**config.mk**
```make
export PLATFORM = sky130hd
export DESIGN_NAME = irq_route_dispatch
export DESIGN_NICKNAME = d
export VERILOG_FILES = /design/src/rtl/irq_route_pkg.sv /design/src/rtl/irq_route_entry_pick.sv /design/src/rtl/irq_route_lowbit.sv /design/src/rtl/irq_route_dispatch.sv
export SDC_FILE = /design/constraint.sdc
export NUM_CORES = 1
export LEC_CHECK = 0
export BUFFER_PORTS_ARGS = -buffer_cell sky130_fd_sc_hd__buf_2
export CAP_MARGIN = 20
export CORE_AREA = 2 2 209 211
export DETAILED_ROUTE_END_ITERATION = 10
export DIE_AREA = 0 0 211 213
export SLEW_MARGIN = 20
export SYNTH_ARGS = -nofsm -noshare
export SYNTH_HDL_FRONTEND = slang
export SYNTH_HIERARCHICAL = 1
export SYNTH_SLANG_ARGS = --single-unit
```
**constraint.sdc**
```tcl
create_clock -name clk -period 3.8 [get_ports clk]
set_input_delay 0.57 -clock clk [delete_from_list [all_inputs] [get_ports clk]]
set_output_delay 0.57 -clock clk [all_outputs]
set_load 0.05 [all_outputs]
```
**src/rtl/irq_route_pkg.sv**
```systemverilog
package irq_route_pkg;
    localparam int DEST_W = 8;
    localparam int VEC_W  = 8;
    localparam int DM_W   = 3;

    typedef struct packed {
        logic [DEST_W-1:0] dest;
        logic              mask;
        logic              destmode;
        logic [DM_W-1:0]   dmode;
        logic [VEC_W-1:0]  vector;
    } irq_entry_t;

    localparam int ENTRY_W = $bits(irq_entry_t);

    typedef enum logic [1:0] {
        ST_IDLE = 2'd0,
        ST_PHYS = 2'd1,
        ST_LOGI = 2'd2
    } disp_state_t;

    function automatic logic dmode_reserved(input logic [DM_W-1:0] m);
        return (m == 3'd3) || (m == 3'd6);
    endfunction
endpackage

```
**src/rtl/irq_route_entry_pick.sv**
```systemverilog
module irq_route_entry_pick
    import irq_route_pkg::*;
#(
    parameter int NUM_LINES = 24,
    localparam int LINE_W = (NUM_LINES > 1) ? $clog2(NUM_LINES) : 1
) (
    input  logic [NUM_LINES*ENTRY_W-1:0] table_flat,
    input  logic [LINE_W-1:0]            line,
    output irq_entry_t                   entry,
    output logic                         in_range
);
    irq_entry_t slots [NUM_LINES];

    for (genvar g = 0; g < NUM_LINES; g++) begin : g_unpack
        assign slots[g] = table_flat[g*ENTRY_W +: ENTRY_W];
    end

    assign in_range = ({1'b0, line} < (LINE_W+1)'(NUM_LINES));

    always_comb begin
        entry = '0;
        for (int i = 0; i < NUM_LINES; i++) begin
            if (line == LINE_W'(i)) entry = slots[i];
        end
    end
endmodule

```
**src/rtl/irq_route_lowbit.sv**
```systemverilog
module irq_route_lowbit #(
    parameter int WIDTH = 8,
    localparam int IDX_W = (WIDTH > 1) ? $clog2(WIDTH) : 1
) (
    input  logic [WIDTH-1:0] vec,
    output logic [IDX_W-1:0] idx
);
    always_comb begin
        idx = '0;
        for (int i = WIDTH - 1; i >= 0; i--) begin
            if (vec[i]) idx = IDX_W'(i);
        end
    end
endmodule

```
**src/rtl/irq_route_dispatch.sv**
```systemverilog
module irq_route_dispatch
    import irq_route_pkg::*;
#(
    parameter int NUM_LINES = 24,
    localparam int LINE_W = (NUM_LINES > 1) ? $clog2(NUM_LINES) : 1
) (
    input  logic                         clk,
    input  logic                         rst_n,
    input  logic                         evt_valid,
    input  logic [LINE_W-1:0]            evt_line,
    input  logic [NUM_LINES*ENTRY_W-1:0] route_table,
    output logic                         busy,
    output logic                         err,
    output logic                         msg_valid,
    input  logic                         msg_ready,
    output logic [DEST_W-1:0]            msg_dest,
    output logic [VEC_W-1:0]             msg_vector,
    output logic [DM_W-1:0]              msg_dmode,
    output logic                         msg_destmode
);
    localparam int IDX_W = $clog2(DEST_W);

    disp_state_t       state_q, state_d;
    logic [DEST_W-1:0] dest_q, dest_d;   // physical ID, or pending bitmap in LOGI
    logic [VEC_W-1:0]  vec_q, vec_d;
    logic [DM_W-1:0]   dm_q, dm_d;
    logic              dsm_q, dsm_d;
    logic              err_q, err_d;

    irq_entry_t        pick;
    logic              pick_ok;
    logic [IDX_W-1:0]  low_idx;

    irq_route_entry_pick #(.NUM_LINES(NUM_LINES)) u_pick (
        .table_flat (route_table),
        .line       (evt_line),
        .entry      (pick),
        .in_range   (pick_ok)
    );

    irq_route_lowbit #(.WIDTH(DEST_W)) u_low (
        .vec (dest_q),
        .idx (low_idx)
    );

    // next-state and capture
    always_comb begin
        state_d = state_q;
        dest_d  = dest_q;
        vec_d   = vec_q;
        dm_d    = dm_q;
        dsm_d   = dsm_q;
        err_d   = 1'b0;
        unique case (state_q)
            ST_IDLE: begin
                if (evt_valid) begin
                    if (!pick_ok) begin
                        err_d = 1'b1;
                    end else if (pick.mask) begin
                        err_d = 1'b0;
                    end else if (dmode_reserved(pick.dmode)) begin
                        err_d = 1'b1;
                    end else if (!pick.destmode || (pick.dest != '0)) begin
                        dest_d  = pick.dest;
                        vec_d   = pick.vector;
                        dm_d    = pick.dmode;
                        dsm_d   = pick.destmode;
                        state_d = pick.destmode ? ST_LOGI : ST_PHYS;
                    end
                end
            end
            ST_PHYS: begin
                if (msg_ready) state_d = ST_IDLE;
            end
            ST_LOGI: begin
                if (msg_ready) begin
                    dest_d = dest_q & (dest_q - 1'b1);
                    if (dest_d == '0) state_d = ST_IDLE;
                end
            end
            default: state_d = ST_IDLE;
        endcase
    end

    // state register
    always_ff @(posedge clk) begin
        if (!rst_n) begin
            state_q <= ST_IDLE;
            dest_q  <= '0;
            vec_q   <= '0;
            dm_q    <= '0;
            dsm_q   <= 1'b0;
            err_q   <= 1'b0;
        end else begin
            state_q <= state_d;
            dest_q  <= dest_d;
            vec_q   <= vec_d;
            dm_q    <= dm_d;
            dsm_q   <= dsm_d;
            err_q   <= err_d;
        end
    end

    // outputs
    always_comb begin
        busy         = (state_q != ST_IDLE);
        msg_valid    = (state_q != ST_IDLE);
        err          = err_q;
        msg_vector   = vec_q;
        msg_dmode    = dm_q;
        msg_destmode = dsm_q;
        msg_dest     = (state_q == ST_LOGI) ? DEST_W'(low_idx) : dest_q;
    end

    // offered message held until taken
    assert_hold_R8: assert property (@(posedge clk) disable iff (!rst_n)
        msg_valid && !msg_ready |=> msg_valid && $stable(msg_dest) &&
        $stable(msg_vector) && $stable(msg_dmode) && $stable(msg_destmode));

    // logical IDs strictly ascend within an event
    assert_ascend_R6: assert property (@(posedge clk) disable iff (!rst_n)
        msg_valid && msg_ready && msg_destmode |=>
        !msg_valid || (msg_dest > $past(msg_dest)));

    // physical routing ends after one accepted message
    assert_single_R5: assert property (@(posedge clk) disable iff (!rst_n)
        msg_valid && msg_ready && !msg_destmode |=> !msg_valid);

    // reserved delivery modes never leave the block
    assert_no_rsv_R3: assert property (@(posedge clk) disable iff (!rst_n)
        msg_valid |-> !dmode_reserved(msg_dmode));

    // busy only drops after a handshake
    assert_busy_end_R9: assert property (@(posedge clk) disable iff (!rst_n)
        $fell(busy) |-> $past(msg_valid && msg_ready));

    // error pulses never coincide with an event in flight
    assert_err_idle_R4: assert property (@(posedge clk) disable iff (!rst_n)
        err |-> !busy);
endmodule

```
==> flow_metrics.env, run 1 <==
export IMPL_critPathLaunchType="input pin"
export IMPL_relSlewSlack=0.353
export IMPL_path_common_cell="buf_4"
export IMPL_synth_xor_area_frac=0.00133
export IMPL_end_kind="register"
export IMPL_drt_total_wl_mm=60.5
export IMPL_die_h_um=213
export IMPL_yosysTopAreaCell="mux2i_1"
export IMPL_ys_warn_count=6
export IMPL_gr_total_overflow=0
export IMPL_die_area_um2=44900
export IMPL_via_count=10800
export IMPL_crit_fanout=27
export IMPL_max_stage_delay_ns=0.50
export IMPL_path_cells="clkbuf_8 > buf_12 > nand2b_1 > o21ai_0 > a211oi_1 > buf_4 > o221ai_1 > o31ai_2 > nand4_1 > a21oi_2 > buf_4 > o31ai_1 > a21oi_1"
export IMPL_fp_dieW_um=211
export IMPL_dp_hpwl_mm=52.9
export IMPL_worst_slew_pin_slew_ns=0.970
export IMPL_syn_nets=1440
export IMPL_synthDistinctLibCells=83
export IMPL_synthesis_area_um2=6590
export IMPL_skew_ns=0.0108
export IMPL_netSwitchingPower_uw=1030
export IMPL_finalCritPeriodShare=0.974
export IMPL_yosysSeqAreaShare=0.0699
export IMPL_holdWs_ns=0.475
export IMPL_synth_top_flop_cell="dfxtp_1"
export IMPL_cts_tree="built"
export IMPL_drc=0
export IMPL_arrival_ns=3.89
export IMPL_synthTopCellsByCount="a21oi_1 (97), nand2_1 (79), o21ai_0 (78)"
export IMPL_path_buf_inv=4
export IMPL_internal_power_uw=1070
export IMPL_io_pins=536
export IMPL_row_count=76
export IMPL_ys_seq_elements=23
export IMPL_p_per_area_nw_per_um2=190
export IMPL_criticalPathCategory="input pin to register"
export IMPL_clkPwrFrac=0.119
export IMPL_drive_above_1_share=0.506
export IMPL_hold_path_class="register to register"
export IMPL_cp_top_family="compound AO/OA/AOI/OAI gates"
export IMPL_drt_pre_antenna_iters=5
export IMPL_hold_buffers=0
export IMPL_drt_iter0_drc=804
export IMPL_synthToLayoutAreaGrowth_pct=67.6
export IMPL_status="finished clean"
export IMPL_ant_nets=0
export IMPL_yosysMostFrequentCell="a21oi_1"
export IMPL_start_util=0.154
export IMPL_combPwrFrac=0.734
export IMPL_grt_pass1_vias=11100
export IMPL_ctsRootBufferMaster="clkbuf_16"
export IMPL_ir_drop_mv=0.218
export IMPL_synth_top_cell_area_share=0.0927
export IMPL_nNetsFinal=2045
export IMPL_seqPwrFrac=0.147
export IMPL_synth_area_mux_share=0.202
export IMPL_min_period_ns=3.70
export IMPL_grt_max_degree=43
export IMPL_vias_per_cell=5.15
export IMPL_rsz0062_at_grt="no"
export IMPL_synth_simple_gate_area_frac=0.218
export IMPL_cap_violations=0
export IMPL_synth_area_top_cells="mux2i_1 (9.3%), mux4_2 (8.5%), a21oi_1 (7.4%), dfxtp_1 (7.0%), o21ai_0 (5.9%)"
export IMPL_switching_share=0.489
export IMPL_cp_required_ns=3.98
export IMPL_cts_buffers=3
export IMPL_setup_violations=0
export IMPL_fmax_mhz=270
export IMPL_core_area_um2=42700
export IMPL_cts_setup_buffers=0
export IMPL_cts_sinks=23
export IMPL_setup_tns_final_ns=0
export IMPL_htree_levels=1
export IMPL_clk_pin_slew_worst_paths_ns=0.08
export IMPL_slowest_stage="a211oi_1"
export IMPL_port_buffers=535
export IMPL_cts_resized=0
export IMPL_leakagePower_uw=0.00510
export IMPL_grt_util_all_layers=0.257
export IMPL_netlist_instances=927
export IMPL_synth_edff_count=0
export IMPL_maxSlewViolCount=0
export IMPL_clock_latency_ns=0.27
export IMPL_synth_top_family_by_area="compound AO/OA/AOI/OAI gates"
export IMPL_grt_pass1_wl_mm=81.5
export IMPL_antenna_found_initial=22
export IMPL_synthArstFlopShare=0
export IMPL_synth_compound_area_frac=0.422
export IMPL_finalHoldViolCount=0
export IMPL_syn_avg_cell_area_um2=7.11
export IMPL_post_drt_wl_per_cell_um=29.0
export IMPL_synthAdderAreaFrac=0.00152
export IMPL_clk_path_buf_depth=2
export IMPL_gp_congestion=0.950
-- layer usage --
| layer | share of wire | vias up | global-route usage |
|---|---|---|---|
| met5 | 0.0024 | - | 0 |
| met4 | 0.034 | 22 | 0.0755 |
| met3 | 0.067 | 104 | 0.0463 |
| met2 | 0.48 | 576 | 0.459 |
| met1 | 0.41 | 5158 | 0.314 |
| li1 | - | 4893 | - |
-- logic make-up after synthesis --
group           count (synthesis)
xor+xnor                        1
fa+ha+maj                       1
flops                          23
mux                           100
compound gates                415
buf+inv                       107
simple gates                  280
-- tightest hold or removal path: stages (launching register included) --
cell and delay [ns]:
dfxtp_1 0.31, o31ai_1 0.06, a21oi_1 0.06
-- flip-flops by register name, summed over array words and instances (netlist names) --
register and cells:
dest_q 8, msg_vector 8, msg_destmode 1, err 1, state_q 2, msg_dmode 3
-- final timing paths --
kind,startpoint,to,slack [ns],cells after the start
max,evt_line[0],msg_dmode[2]$_SDFFE_PN0P_,0.1,13
min reg2reg,msg_vector[0]$_SDFFE_PN0P_,msg_vector[0]$_SDFFE_PN0P_,0.47,2
min,msg_vector[0]$_SDFFE_PN0P_,msg_vector[0]$_SDFFE_PN0P_,0.47,2
max reg2reg,state_q[1]$_SDFFE_PN0P_,dest_q[1]$_SDFFE_PN0P_,1.72,6
-- power by group through the flow --
stage	Combinational (µW)	Clock [µW]	Sequential, µW
after floorplan	693	0	336
final	1540	250	307
after global placement	1540	0	313
after detailed placement	1530	0	312
after CTS	1540	257	307
after global routing	1640	266	312
-- cells in the final DEF, fill, tap and decap left out, drive strengths merged, types with 17 or more instances in the layout --
cell    instances
a21oi          99
a22oi          23
buf           695
dfxtp          23
mux2i          61
mux4           25
nand2          80
nand2b         17
nand4          17
nor2           83
nor3           18
o21ai          83
o22ai          36
o31ai          18
-- through the flow --
| stage | util | power, µW | cells | setup WS [ns] | area [µm²] |
|---|---|---|---|---|---|
| after CTS | 0.258 | 2110 | 2077 | 0.0498 | 11000 |
| after global placement | 0.256 | 1850 | 2073 | -0.357 | 10900 |
| final | 0.259 | 2100 | 2088 | 0.0972 | 11000 |
| after global routing | 0.258 | 2220 | 2080 | 0.0252 | 11000 |
| after floorplan | - | 1030 | 927 | 0.629 | 6590 |
| after detailed placement | 0.256 | 1850 | 2073 | -0.185 | 10900 |
-- layout make-up --
type	instances	area, µm²
diodes	11	27.5
inverters	11	41.3
well taps	546	683
repair buffers	696	4150
fillers	4833	31700
multi-input cells	797	5600
clock buffers	3	75.1
flip-flops and latches	23	460
clock inverters	1	7.51
(Power assumes the default switching activity.)
==> inputs of run 2 (changes only) <==
RECOVER_POWER = 25   (was not set)
==> run 2 against run 1 <==
Against the previous run:
- clock skew grew 0.0015 ns
- cell area shrank 0.15%
- critical endpoint is now state_q[0]$_SDFFE_PN0P_
- largest cell class unchanged
- via count grew 0.61%
- die area is the same
- first-iteration DRC count shrank 2.5%
- count of clock-buffer cells in the layout is the same
- largest power group unchanged
- sequential cell count is the same
- clock power is essentially flat
- combinational power is essentially flat
- cell count is essentially flat
==> flow_metrics.env, run 2 (same netlist as run 1, synthesis figures left out) <==
export IMPL_grt_pass1_vias=11100
export IMPL_gp_congestion=0.950
export IMPL_cap_violations=0
export IMPL_vias_per_cell=5.18
export IMPL_cts_buffers=3
export IMPL_io_pins=536
export IMPL_cts_setup_buffers=0
export IMPL_r2r_cells=6
export IMPL_hold_path_class="register to register"
export IMPL_grtUsageMet1=0.314
export IMPL_min_to="msg_dmode[1]$_SDFFE_PN0P_"
export IMPL_busiest_layer="met2"
export IMPL_fin_area_um2=11000
export IMPL_drt_total_wl_mm=60.5
export IMPL_p_per_area_nw_per_um2=190
export IMPL_crit_fanout=27
export IMPL_clk_path_buf_depth=2
export IMPL_drive_above_1_share=0.499
export IMPL_holdWs_ns=0.479
export IMPL_ant_nets=0
export IMPL_port_buffers=535
export IMPL_finalHoldViolCount=0
export IMPL_r2r_setup_slack_ns=1.69
export IMPL_setup_violations=0
export IMPL_dp_hpwl_mm=52.9
export IMPL_met2_usage=0.459
export IMPL_grt_pass1_wl_mm=81.5
export IMPL_min_period_ns=3.66
export IMPL_drt_pre_antenna_iters=6
export IMPL_hold_path_depth=2
export IMPL_gr_total_overflow=0
export IMPL_ir_drop_mv=0.218
export IMPL_status="finished clean"
export IMPL_criticalPathCategory="input pin to register"
export IMPL_antenna_found_initial=22
export IMPL_rsz0062_at_grt="no"
export IMPL_drt_iter0_drc=784
export IMPL_htree_levels=1
export IMPL_hold_start="msg_dmode[1]$_SDFFE_PN0P_"
export IMPL_dpl_instance_area_um2=10900
export IMPL_start_util=0.154
export IMPL_fp_dieW_um=211
export IMPL_hold_buffers=0
export IMPL_final_util=0.258
export IMPL_relSlewSlack=0.349
export IMPL_grt_util_all_layers=0.257
export IMPL_skew_ns=0.0123
export IMPL_via_count=10800
export IMPL_post_drt_wl_per_cell_um=29.0
export IMPL_end_kind="register"
export IMPL_crit_start="evt_line[0]"
export IMPL_nNetsFinal=2045
export IMPL_arrival_ns=3.85
export IMPL_maxSlewViolCount=0
export IMPL_met3_usage=0.0463
export IMPL_reg2reg_from="state_q[1]$_SDFFE_PN0P_"
export IMPL_critPathLaunchType="input pin"
export IMPL_clk_pin_slew_worst_paths_ns=0.08
export IMPL_power_uw=2090
export IMPL_leakagePower_uw=0.00505
export IMPL_nFillCells=4838
export IMPL_grt_max_degree=43
export IMPL_drc=0
export IMPL_die_h_um=213
export IMPL_worst_slew_pin_slew_ns=0.977
export IMPL_fmax_mhz=274
export IMPL_synthToLayoutAreaGrowth_pct=67.4
export IMPL_die_area_um2=44900
export IMPL_mostFrequentLayoutCells="buf_2 (522), buf_4 (141), a21oi_1 (97), nand2_1 (79), o21ai_0 (77)"
export IMPL_cp_required_ns=3.99
export IMPL_ctsRootBufferMaster="clkbuf_16"
export IMPL_timing_rr_end="dest_q[1]$_SDFFE_PN0P_"
export IMPL_cts_tree="built"
export IMPL_clock_latency_ns=0.27
export IMPL_row_count=76
export IMPL_core_area_um2=42700
export IMPL_final_common_cell="buf_2"
export IMPL_finalCritPeriodShare=0.962
export IMPL_cts_sinks=23
==> run 2: report_power, final <==
group	internal [µW]	total [µW]	leakage [µW]	switching [µW]
Sequential	266	308	0.000187	42.1
Combinational	659	1540	0.00483	877
Clock	143	250	0.0000372	107
Total	1070	2090	0.00505	1030
==> run 2: through the flow <==
| step | setup slack (ns) | instances | TNS (ns) |
|---|---|---|---|
| finish | 0.144 | 2087 | 0 |
| global route | 0.0252 | 2080 | 0 |
| CTS | 0.0498 | 2077 | 0 |
| detailed placement | -0.185 | 2073 | -3.29 |
| global placement | -0.357 | 2073 | -6.96 |
| floorplan | 0.629 | 927 | 0 |
==> run 2: layout make-up <==
class                           instances  area [µm²]  area share
Tap cell                              546         683      0.0619
Sequential cell                        23         460      0.0417
Multi-Input combinational cell        797        5600       0.508
Clock inverter                          1        7.51    0.000681
Timing Repair Buffer                  696        4140       0.375
Antenna cell                           10        25.0     0.00227
Clock buffer                            3        75.1     0.00681
Inverter                               11        41.3     0.00374
==> run 2: what timing repair did <==
item | 4_1_cts | 5_1_grt
setup endpoints to repair | 0 | 21
resized for setup | 0 | 6
endpoints found under the hold margin | 0 | 0
==> run 2: how the worst max path moves through the flow <==
stage               slack [ns]  cells after the start                        end
CTS                       0.05                     13  msg_dmode[2]$_SDFFE_PN0P_
detailed placement       -0.18                     13  msg_dmode[2]$_SDFFE_PN0P_
finish                    0.14                     15    state_q[0]$_SDFFE_PN0P_
floorplan                 0.63                     12  msg_destmode$_SDFFE_PN0P_
global route              0.03                     15    state_q[0]$_SDFFE_PN0P_
global placement         -0.36                     13  msg_dmode[0]$_SDFFE_PN0P_
==> run 2: per-layer routing <==
| metal | vias to the layer above | share of wire |
|---|---|---|
| met4 | 22 | 0.035 |
| met3 | 109 | 0.066 |
| met2 | 600 | 0.48 |
| li1 | 4891 | - |
| met5 | - | 0.0024 |
| met1 | 5197 | 0.41 |
==> run 2: worst max-delay path: stages <==
cell and delay (ns):
clkbuf_8 0.22, buf_4 0.23, and2_1 0.18, buf_4 0.19
nand2_1 0.14, nor2_1 0.09, nor4_1 0.58, nor3_1 0.10
a21oi_1 0.32, nor2_1 0.07, nand4_1 0.19, a21oi_2 0.10
buf_4 0.21, or4_1 0.48, a21oi_1 0.14
